<file path="config.mk">
export PLATFORM = sky130hd
export DESIGN_NAME = rstseq_top
export DESIGN_NICKNAME = d
export VERILOG_FILES = /design/src/rtl/rstseq_pkg.sv /design/src/rtl/rstseq_poll_timer.sv /design/src/rtl/rstseq_attempt_ctr.sv /design/src/rtl/rstseq_top.sv
export SDC_FILE = /design/constraint.sdc
export NUM_CORES = 1
export LEC_CHECK = 0
export ABC_AREA = 1
export BUFFER_PORTS_ARGS = -buffer_cell sky130_fd_sc_hd__buf_2
export CAP_MARGIN = 20
export CORE_ASPECT_RATIO = 2
export CORE_UTILIZATION = 58
export CTS_CLUSTER_DIAMETER = 200
export DETAILED_ROUTE_END_ITERATION = 10
export PLACE_DENSITY_LB_ADDON = 0.25
export SYNTH_ARGS = -nofsm -noshare
export SYNTH_HDL_FRONTEND = slang
export SYNTH_HIERARCHICAL = 1
export SYNTH_SLANG_ARGS = --single-unit
</file>
<file path="constraint.sdc">
create_clock -name clk -period 4.6 [get_ports clk]
set_input_delay 0.46 -clock clk [delete_from_list [all_inputs] [get_ports clk]]
set_output_delay 0.46 -clock clk [all_outputs]
set_load 0.05 [all_outputs]
</file>
<file path="src/rtl/rstseq_pkg.sv">
package rstseq_pkg;

    typedef enum logic [2:0] {
        ST_IDLE,
        ST_READ,
        ST_WRITE,
        ST_DONE,
        ST_FAIL
    } state_t;

    typedef enum logic [3:0] {
        SP_CLR_RST_A,
        SP_WAIT_RUN_A,
        SP_CLR_GATE_A,
        SP_SET_RST,
        SP_WAIT_GATE_ON,
        SP_CLR_RST_B,
        SP_WAIT_RUN_B,
        SP_CLR_GATE_B,
        SP_WAIT_UNGATE
    } step_t;

    typedef enum logic [2:0] {
        PH_NONE     = 3'd0,
        PH_ENABLE   = 3'd1,
        PH_RESET    = 3'd2,
        PH_REENABLE = 3'd3,
        PH_UNGATE   = 3'd4
    } phase_t;

    // Step reads and compares rather than patching and writing.
    function automatic logic step_polls(step_t s);
        return (s == SP_WAIT_RUN_A) || (s == SP_WAIT_GATE_ON) ||
               (s == SP_WAIT_RUN_B) || (s == SP_WAIT_UNGATE);
    endfunction

    // Step targets the soft-reset flag (else the clock-gate flag).
    function automatic logic step_on_rst(step_t s);
        return (s == SP_CLR_RST_A) || (s == SP_WAIT_RUN_A) ||
               (s == SP_SET_RST)   || (s == SP_CLR_RST_B)  ||
               (s == SP_WAIT_RUN_B);
    endfunction

    // Value written, or value awaited, for the targeted flag.
    function automatic logic step_level(step_t s);
        return (s == SP_SET_RST) || (s == SP_WAIT_GATE_ON);
    endfunction

    function automatic phase_t step_phase(step_t s);
        case (s)
            SP_WAIT_RUN_A:   return PH_ENABLE;
            SP_WAIT_GATE_ON: return PH_RESET;
            SP_WAIT_RUN_B:   return PH_REENABLE;
            SP_WAIT_UNGATE:  return PH_UNGATE;
            default:         return PH_NONE;
        endcase
    endfunction

    function automatic step_t step_after(step_t s, logic full);
        case (s)
            SP_CLR_RST_A:    return SP_WAIT_RUN_A;
            SP_WAIT_RUN_A:   return SP_CLR_GATE_A;
            SP_CLR_GATE_A:   return full ? SP_SET_RST : SP_WAIT_UNGATE;
            SP_SET_RST:      return SP_WAIT_GATE_ON;
            SP_WAIT_GATE_ON: return SP_CLR_RST_B;
            SP_CLR_RST_B:    return SP_WAIT_RUN_B;
            SP_WAIT_RUN_B:   return SP_CLR_GATE_B;
            SP_CLR_GATE_B:   return SP_WAIT_UNGATE;
            default:         return SP_WAIT_UNGATE;
        endcase
    endfunction

endpackage

</file>
<file path="src/rtl/rstseq_poll_timer.sv">
module rstseq_poll_timer #(
    parameter int unsigned LIMIT = 1000000
) (
    input  logic clk,
    input  logic rst_n,
    input  logic clr,
    input  logic tick,
    output logic at_last
);
    localparam int unsigned CW = (LIMIT < 2) ? 1 : $clog2(LIMIT + 1);

    logic [CW-1:0] cnt_q;

    always_ff @(posedge clk) begin
        if (!rst_n || clr) begin
            cnt_q <= '0;
        end else if (tick) begin
            cnt_q <= cnt_q + 1'b1;
        end
    end

    // The current miss is the LIMIT-th one.
    assign at_last = (cnt_q == CW'(LIMIT - 1));

endmodule

</file>
<file path="src/rtl/rstseq_attempt_ctr.sv">
module rstseq_attempt_ctr #(
    parameter int unsigned LIMIT = 10,
    localparam int unsigned AW = $clog2(LIMIT + 1)
) (
    input  logic          clk,
    input  logic          rst_n,
    input  logic          load_one,
    input  logic          inc,
    output logic [AW-1:0] count,
    output logic          last
);
    always_ff @(posedge clk) begin
        if (!rst_n) begin
            count <= '0;
        end else if (load_one) begin
            count <= AW'(1);
        end else if (inc) begin
            count <= count + 1'b1;
        end
    end

    assign last = (count == AW'(LIMIT));

endmodule

</file>
<file path="src/rtl/rstseq_top.sv">
module rstseq_top
    import rstseq_pkg::*;
#(
    parameter int unsigned POLL_LIMIT  = 1000000,
    parameter int unsigned RETRY_LIMIT = 10,
    parameter int unsigned DATA_W      = 32,
    localparam int unsigned AW = $clog2(RETRY_LIMIT + 1)
) (
    input  logic              clk,
    input  logic              rst_n,
    input  logic              start,
    input  logic              full_reset,
    output logic              bus_req,
    output logic              bus_we,
    output logic [DATA_W-1:0] bus_wdata,
    input  logic [DATA_W-1:0] bus_rdata,
    input  logic              bus_ack,
    output logic              busy,
    output logic              done,
    output logic              err,
    output logic [2:0]        fail_phase,
    output logic [AW-1:0]     attempts
);
    localparam int unsigned RST_BIT  = DATA_W - 1;
    localparam int unsigned GATE_BIT = DATA_W - 2;

    state_t            state_q, state_d;
    step_t             step_q, step_d;
    phase_t            phase_q, phase_d;
    logic              full_q, full_d;
    logic [DATA_W-1:0] wdata_q, wdata_d;

    logic              t_clr, t_tick, t_last;
    logic              a_load, a_inc, a_last;
    logic              rd_flag, poll_hit;
    logic [DATA_W-1:0] patched;

    rstseq_poll_timer #(.LIMIT(POLL_LIMIT)) u_timer (
        .clk     (clk),
        .rst_n   (rst_n),
        .clr     (t_clr),
        .tick    (t_tick),
        .at_last (t_last)
    );

    rstseq_attempt_ctr #(.LIMIT(RETRY_LIMIT)) u_tries (
        .clk      (clk),
        .rst_n    (rst_n),
        .load_one (a_load),
        .inc      (a_inc),
        .count    (attempts),
        .last     (a_last)
    );

    // Data path: the flag under test and the patched write value.
    always_comb begin
        rd_flag  = step_on_rst(step_q) ? bus_rdata[RST_BIT] : bus_rdata[GATE_BIT];
        poll_hit = (rd_flag == step_level(step_q));
        patched  = bus_rdata;
        if (step_on_rst(step_q)) begin
            patched[RST_BIT] = step_level(step_q);
        end else begin
            patched[GATE_BIT] = step_level(step_q);
        end
    end

    // Next-state logic.
    always_comb begin
        state_d = state_q;
        step_d  = step_q;
        phase_d = phase_q;
        full_d  = full_q;
        wdata_d = wdata_q;
        t_clr   = 1'b0;
        t_tick  = 1'b0;
        a_load  = 1'b0;
        a_inc   = 1'b0;
        unique case (state_q)
            ST_IDLE: begin
                if (start) begin                       // launch
                    state_d = ST_READ;
                    step_d  = SP_CLR_RST_A;
                    full_d  = full_reset;
                    phase_d = PH_NONE;
                    t_clr   = 1'b1;
                    a_load  = 1'b1;
                end
            end
            ST_READ: begin
                if (bus_ack) begin
                    if (!step_polls(step_q)) begin     // patch
                        wdata_d = patched;
                        state_d = ST_WRITE;
                    end else if (poll_hit) begin
                        t_clr = 1'b1;
                        if (step_q == SP_WAIT_UNGATE) begin
                            state_d = ST_DONE;         // finish
                        end else begin
                            step_d = step_after(step_q, full_q);  // step-on
                        end
                    end else if (t_last) begin
                        t_clr   = 1'b1;
                        phase_d = step_phase(step_q);
                        if (a_last) begin
                            state_d = ST_FAIL;         // give-up
                        end else begin
                            a_inc  = 1'b1;             // retry
                            step_d = SP_CLR_RST_A;
                        end
                    end else begin
                        t_tick = 1'b1;                 // repoll
                    end
                end
            end
            ST_WRITE: begin
                if (bus_ack) begin                     // advance
                    step_d  = step_after(step_q, full_q);
                    state_d = ST_READ;
                end
            end
            ST_DONE, ST_FAIL: begin
                state_d = ST_IDLE;                     // settle
            end
            default: begin
                state_d = ST_IDLE;
            end
        endcase
    end

    // State register.
    always_ff @(posedge clk) begin
        if (!rst_n) begin
            state_q <= ST_IDLE;
            step_q  <= SP_CLR_RST_A;
            phase_q <= PH_NONE;
            full_q  <= 1'b0;
            wdata_q <= '0;
        end else begin
            state_q <= state_d;
            step_q  <= step_d;
            phase_q <= phase_d;
            full_q  <= full_d;
            wdata_q <= wdata_d;
        end
    end

    // Outputs.
    always_comb begin
        bus_req    = (state_q == ST_READ) || (state_q == ST_WRITE);
        bus_we     = (state_q == ST_WRITE);
        bus_wdata  = wdata_q;
        busy       = (state_q != ST_IDLE);
        done       = (state_q == ST_DONE);
        err        = (state_q == ST_FAIL);
        fail_phase = phase_q;
    end

endmodule

</file>
==> run metrics, run 1 <==
die width=approximately 57 um; Lkg Pwr=around 1.9 nW; Hold Crit Class=in2reg; DP Cell Count=622; Clk Latency, worst-skew pair=340 ps; minimum clock period after layout=2910 ps; non-filler instance count after layout=roughly 640; first-pass GRT wire length=14.8 mm; 1st-pass router iterations=7; H-Tree Depth=3; via count=roughly 3,500; Synth Cell Area=3530 um2; number of global-route vias before repair=between 3,000 and 4,000; Core ar.=about 5800 um2; Post-Route WL=8.86 mm; Initial Util=around 61%; Critical Path Source=step_q[2]; top cells by count, synth=nor2_1, nand2_1, dfxtp_1; final worst slack=around 1700 ps; row cnt=39; crit path DAT=around 3100 ps; GRT Overall Usage=29.8%; Comb pwr share=between 40% and 50%; Yosys top cell area share=between 30% and 40%; post-DP HPWL=6.47 mm; MaxCap Viol Count=0; FF+latch count, synth=67; area grow syn2layout=19.7%; # clock sinks=67; die area=between 6000 and 7000 um2; ANT cells=0; Max VDD drop=about 440 uV; failing checks=DRC; Main synth FF type=dfxtp_1; startpoint types=register; initial antenna violation count=0; final setup vio count=0; Final Hold Viols=0; Clock transition at path regs=roughly 60 ps; global route overflow=0; count of input and output buffers=80; Iter 0 DRT Violations=between 100 and 150; Fmax achieved=~340 MHz; DP Worst Slack=between 1500 and 2000 ps; CTS max path bufs=2; setup tns final=0 ps; Die Ht=112 um; post-layout util=approximately 73%; area leader, netlist=dfxtp_1; Setup Crit Path Kind=reg2reg; Slew Limit Fails=0; register area share after synthesis=between 30% and 40%; count leader, synth=nor2_1; crit-path max FO=10; root buffer cell=clkbuf_16; Hold-fix buffers, CTS=0; Setup Buffers After CTS=0; fin crit share=63.2%; Ports=between 80 and 90; Post-Route Skew=5.76 ps; gpl congestion=~0.95; fillcell total=480; Via density=approximately 5.5; min-delay src=bus_rdata[9]; cell area after layout=~4200 um2; number of synthesized flops with an enable pin=0; antenna viol nets, final=0; Async SR Flop Fraction=0%; clock power share=roughly 27%; worst reg2reg path startpoint=step_q[2]; cell count after synthesis=493; Post-Syn Nets=between 500 and 600; Routed WL per cell=between 10 and 15 um; Placed Area=3910 um2; Synth area leaders=dfxtp_1, nor2_1, nand2_1, nor2_2, o21ai_1; Worst Tran Pin Value=just over 900 ps; layout cells sized above 1=a little under a third; synth warn=6; Int Power=around 1.5 mW; DRC=2; CP Capture Type=register; unrepaired setup endpoints after global routing=false; CP required=approximately 4800 ps; synthesized area per cell=7.16 um2; Final #Nets=612; switching pwr=around 1.2 mW; Pwr Density=roughly 640 nW/um2; number of gates resized after cts=0; post-synthesis cell type count=38; CTS tree=yes; Sw Ratio=45.4%; largest net degree at the start of global routing=45; Sequential Power Share=28.5%; max-slew headroom at the worst pin=a little under two fifths; status=finished with violations; CTS buffer count=9
[area by class of cell]
| class | instances | area (um2) | share of cell area, % |
|---|---|---|---|
| multi-input combinational | 361 | 1890 | 44.8 |
| timing repair buffer | 80 | 400 | 9.47 |
| clock buffer | 9 | 225 | 5.33 |
| tap | 61 | 76.3 | 1.81 |
| sequential | 67 | 1340 | 31.7 |
| clock inverter | 7 | 92.6 | 2.19 |
| inverter | 53 | 199 | 4.71 |
[power groups by stage]
stage	clock [mW]	sequential, mW	combinational, mW
floorplan	0	1.05	0.678
global placement	0	0.765	1.17
detailed placement	0	0.771	1.18
CTS	0.739	0.764	1.19
global route	0.767	0.777	1.29
finish	0.729	0.765	1.19
[cell usage in the layout (no fill, tap or decap), types with 4 or more instances in the layout]
cell type	Yosys	routed
nor2_1	89	89
buf_2	1	80
nand2_1	75	75
dfxtp_1	67	67
inv_1	41	41
nor2_2	39	39
o21ai_1	37	37
a21oi_1	26	26
nand3_1	24	24
nand2_2	14	14
inv_2	11	11
nand3_2	9	9
clkbuf_16	0	9
o21ai_0	8	8
nor3_1	6	6
nand4_1	5	5
nor2_4	4	4
[per-stage QoR]
step           hold slack, ps  power, mW
6_report                  349       2.69
5_1_grt                   354       2.84
4_1_cts                   342       2.70
3_5_place_dp              469       1.95
3_3_place_gp              460       1.93
2_1_floorplan             455       1.73
[critical path, stage by stage, from the launching register on]
cell and delay, ps:
dfxtp_1 370, inv_1 140, nor2_4 180, nand2_1 130, nand3_1 120, nand2_1 80, inv_1 120, nand2_1 90
nor3_1 760, inv_2 190, nor2_4 190, nand2_1 100, nor2_1 130, nand3_1 100, nand2_1 70, nor2_1 40
[path summary, 6_finish.rpt]
check	to	slack (ps)	cells past startpoint
max	u_timer/cnt_q[18]	1690	15
min	bus_wdata[9]	350	3
max reg2reg	u_timer/cnt_q[18]	1690	15
min reg2reg	fail_phase[0]	480	2
[routing by layer]
layer,global-route usage [%],vias up,routed length [um]
met5,0,-,0
met4,22.9,0,556
met3,7.49,52,387
met2,52.4,119,4690
met1,28.6,1558,3230
li1,-,1751,-
[registers in the layout (all words and copies together) (netlist names)]
| register | count |
|---|---|
| bus_wdata | 32 |
| u_timer/cnt_q | 20 |
| step_q | 4 |
| u_tries/count | 4 |
| fail_phase | 3 |
| state_q | 3 |
| full_q | 1 |
[kinds of logic (layout without fill, tap and decap cells)]
family	Yosys count	in the layout	synth area share (%)
buf+inv	65	149	8.43
flops	67	67	38.0
xor+xnor	1	1	0.248
fa+ha+maj	3	3	1.06
simple gates	274	274	39.5
compound gates	83	83	12.8
Note: power is estimated with default switching activity, not from simulation.
==> run 2: changes to the inputs <==
CORE_UTILIZATION = 49   (was 58)
clock period = 2.5 ns   (was 4.6 ns; I/O delays follow)
==> run 2 against run 1 <==
Effect of this change: clock skew is 2.6 ps higher; highest routed layer unchanged; register-to-register slack worse by 1500 ps; routed wire length is 1.5% lower; the run now ends clean; critical endpoint is now u_timer/cnt_q[8]; hold slack worse by 210 ps.
==> run metrics, run 2 (synthesized netlist as in run 1, its figures left out) <==
Final #Nets=~630; via count=around 3,500; largest net degree at the start of global routing=35; Setup Crit Path Kind=reg2reg; cell area after layout=roughly 4400 um2; non-filler instance count after layout=between 600 and 700; crit path DAT=roughly 2600 ps; Post-Route Skew=8.37 ps; Ports=between 80 and 90; Routed WL per cell=between 10 and 15 um; DR WL met2=4.60 mm; unrepaired setup endpoints after global routing=false; CTS buffer count=9; GRT Overall Usage=25.9%; DRC=0; H-Tree Depth=3; Pwr Total=approximately 5.0 mW; flop2flop setup slack=around 160 ps; Hold-fix buffers, CTS=0; Hold Worst Slack=143 ps; startpoint types=register; die width=around 62 um; CP Capture Type=register; fin crit share=between 90% and 100%; crit-path max FO=8; MaxCap Viol Count=0; row cnt=43; WL met3=approximately 360 um; DP Cell Count=661; # clock sinks=67; Clock transition at path regs=around 60 ps; Top Metal Used=met4; final worst slack=between 150 and 200 ps; antenna viol nets, final=0; post-layout util=63.8%; Initial Util=between 50% and 60%; WL met1=around 3.2 mm; Iter 0 DRT Violations=162; count of input and output buffers=80; number of global-route vias before repair=around 3,300; max reg flops=32; CTS max path bufs=2; Clk Latency, worst-skew pair=330 ps; setup tns final=0 ps; root buffer cell=clkbuf_16; Fmax achieved=around 430 MHz; 1st-pass router iterations=5; layout cells sized above 1=between 30% and 40%; CTS tree=yes; Max VDD drop=around 840 uV; Lkg Pwr=2.00 nW; Final Hold Viols=0; Via density=just over 5; ANT cells=0; Worst Tran Pin Value=~480 ps; commonest non-fill, non-tap cell in the layout=nor2_1; Post-Route WL=8.73 mm; Slew Limit Fails=0; initial antenna violation count=0; Placed Area=about 4000 um2; CP required=around 2700 ps; gpl congestion=approximately 1; post-DP HPWL=6.56 mm; Hold Crit Class=in2reg; Core ar.=just under 7000 um2; global route overflow=0; status=finished, final reports clean; area grow syn2layout=25.4%; first-pass GRT wire length=approximately 14 mm; max-slew headroom at the worst pin=about two thirds; DP Worst Slack=between 80 and 90 ps; Die Ht=122 um; final setup vio count=0; minimum clock period after layout=~2300 ps; Pwr Density=1130 nW/um2; die area=~7600 um2; most frequent cells in the layout=nor2_1, buf_2, nand2_1
run 2: layout make-up:
class	count	area [um2]
clock buffers	10	239
well taps	90	113
fillers	621	2510
flip-flops and latches	67	1340
multi-input cells	361	1920
repair buffers	95	526
clock inverters	6	87.6
inverters	53	199
run 2: where the power goes:
group	total [mW]	switching [mW]	leakage, nW	internal [mW]
registers	1.40	0.138	0.546	1.27
clock network	1.37	0.472	0.163	0.901
logic	2.24	1.63	1.29	0.607
run 2: critical path, stage by stage, from the launching register on:
cell and delay [ps]:
dfxtp_2 390, ha_4 170, inv_1 50, nor2_2 130, nand2_1 90, nor4_2 330, buf_4 190, buf_12 100
nor2_1 30, o21ai_0 230, nor2_2 60, buf_4 150, buf_4 160, o21ai_1 90, a21oi_1 60
run 2: per-layer routing:
layer	up-vias	GRT usage, %
met4	0	19.9
met1	1567	27.4
met2	111	42.0
li1	1779	-
met3	42	6.16
met5	-	0
run 2: path summary, 6_finish.rpt:
kind,endpoint,start,depth (start not counted)
hold reg to reg,bus_wdata[18],bus_wdata[18],2
setup reg to reg,u_timer/cnt_q[8],u_timer/cnt_q[0],14
hold / removal,bus_wdata[18],bus_rdata[18],3
setup / recovery,u_timer/cnt_q[8],u_timer/cnt_q[0],14
run 2: what timing repair did:
action / 4_1_cts / 5_1_grt
resized for setup: 0 / 8
setup endpoints to repair: 0 / 22
buffers inserted: 0 / 5
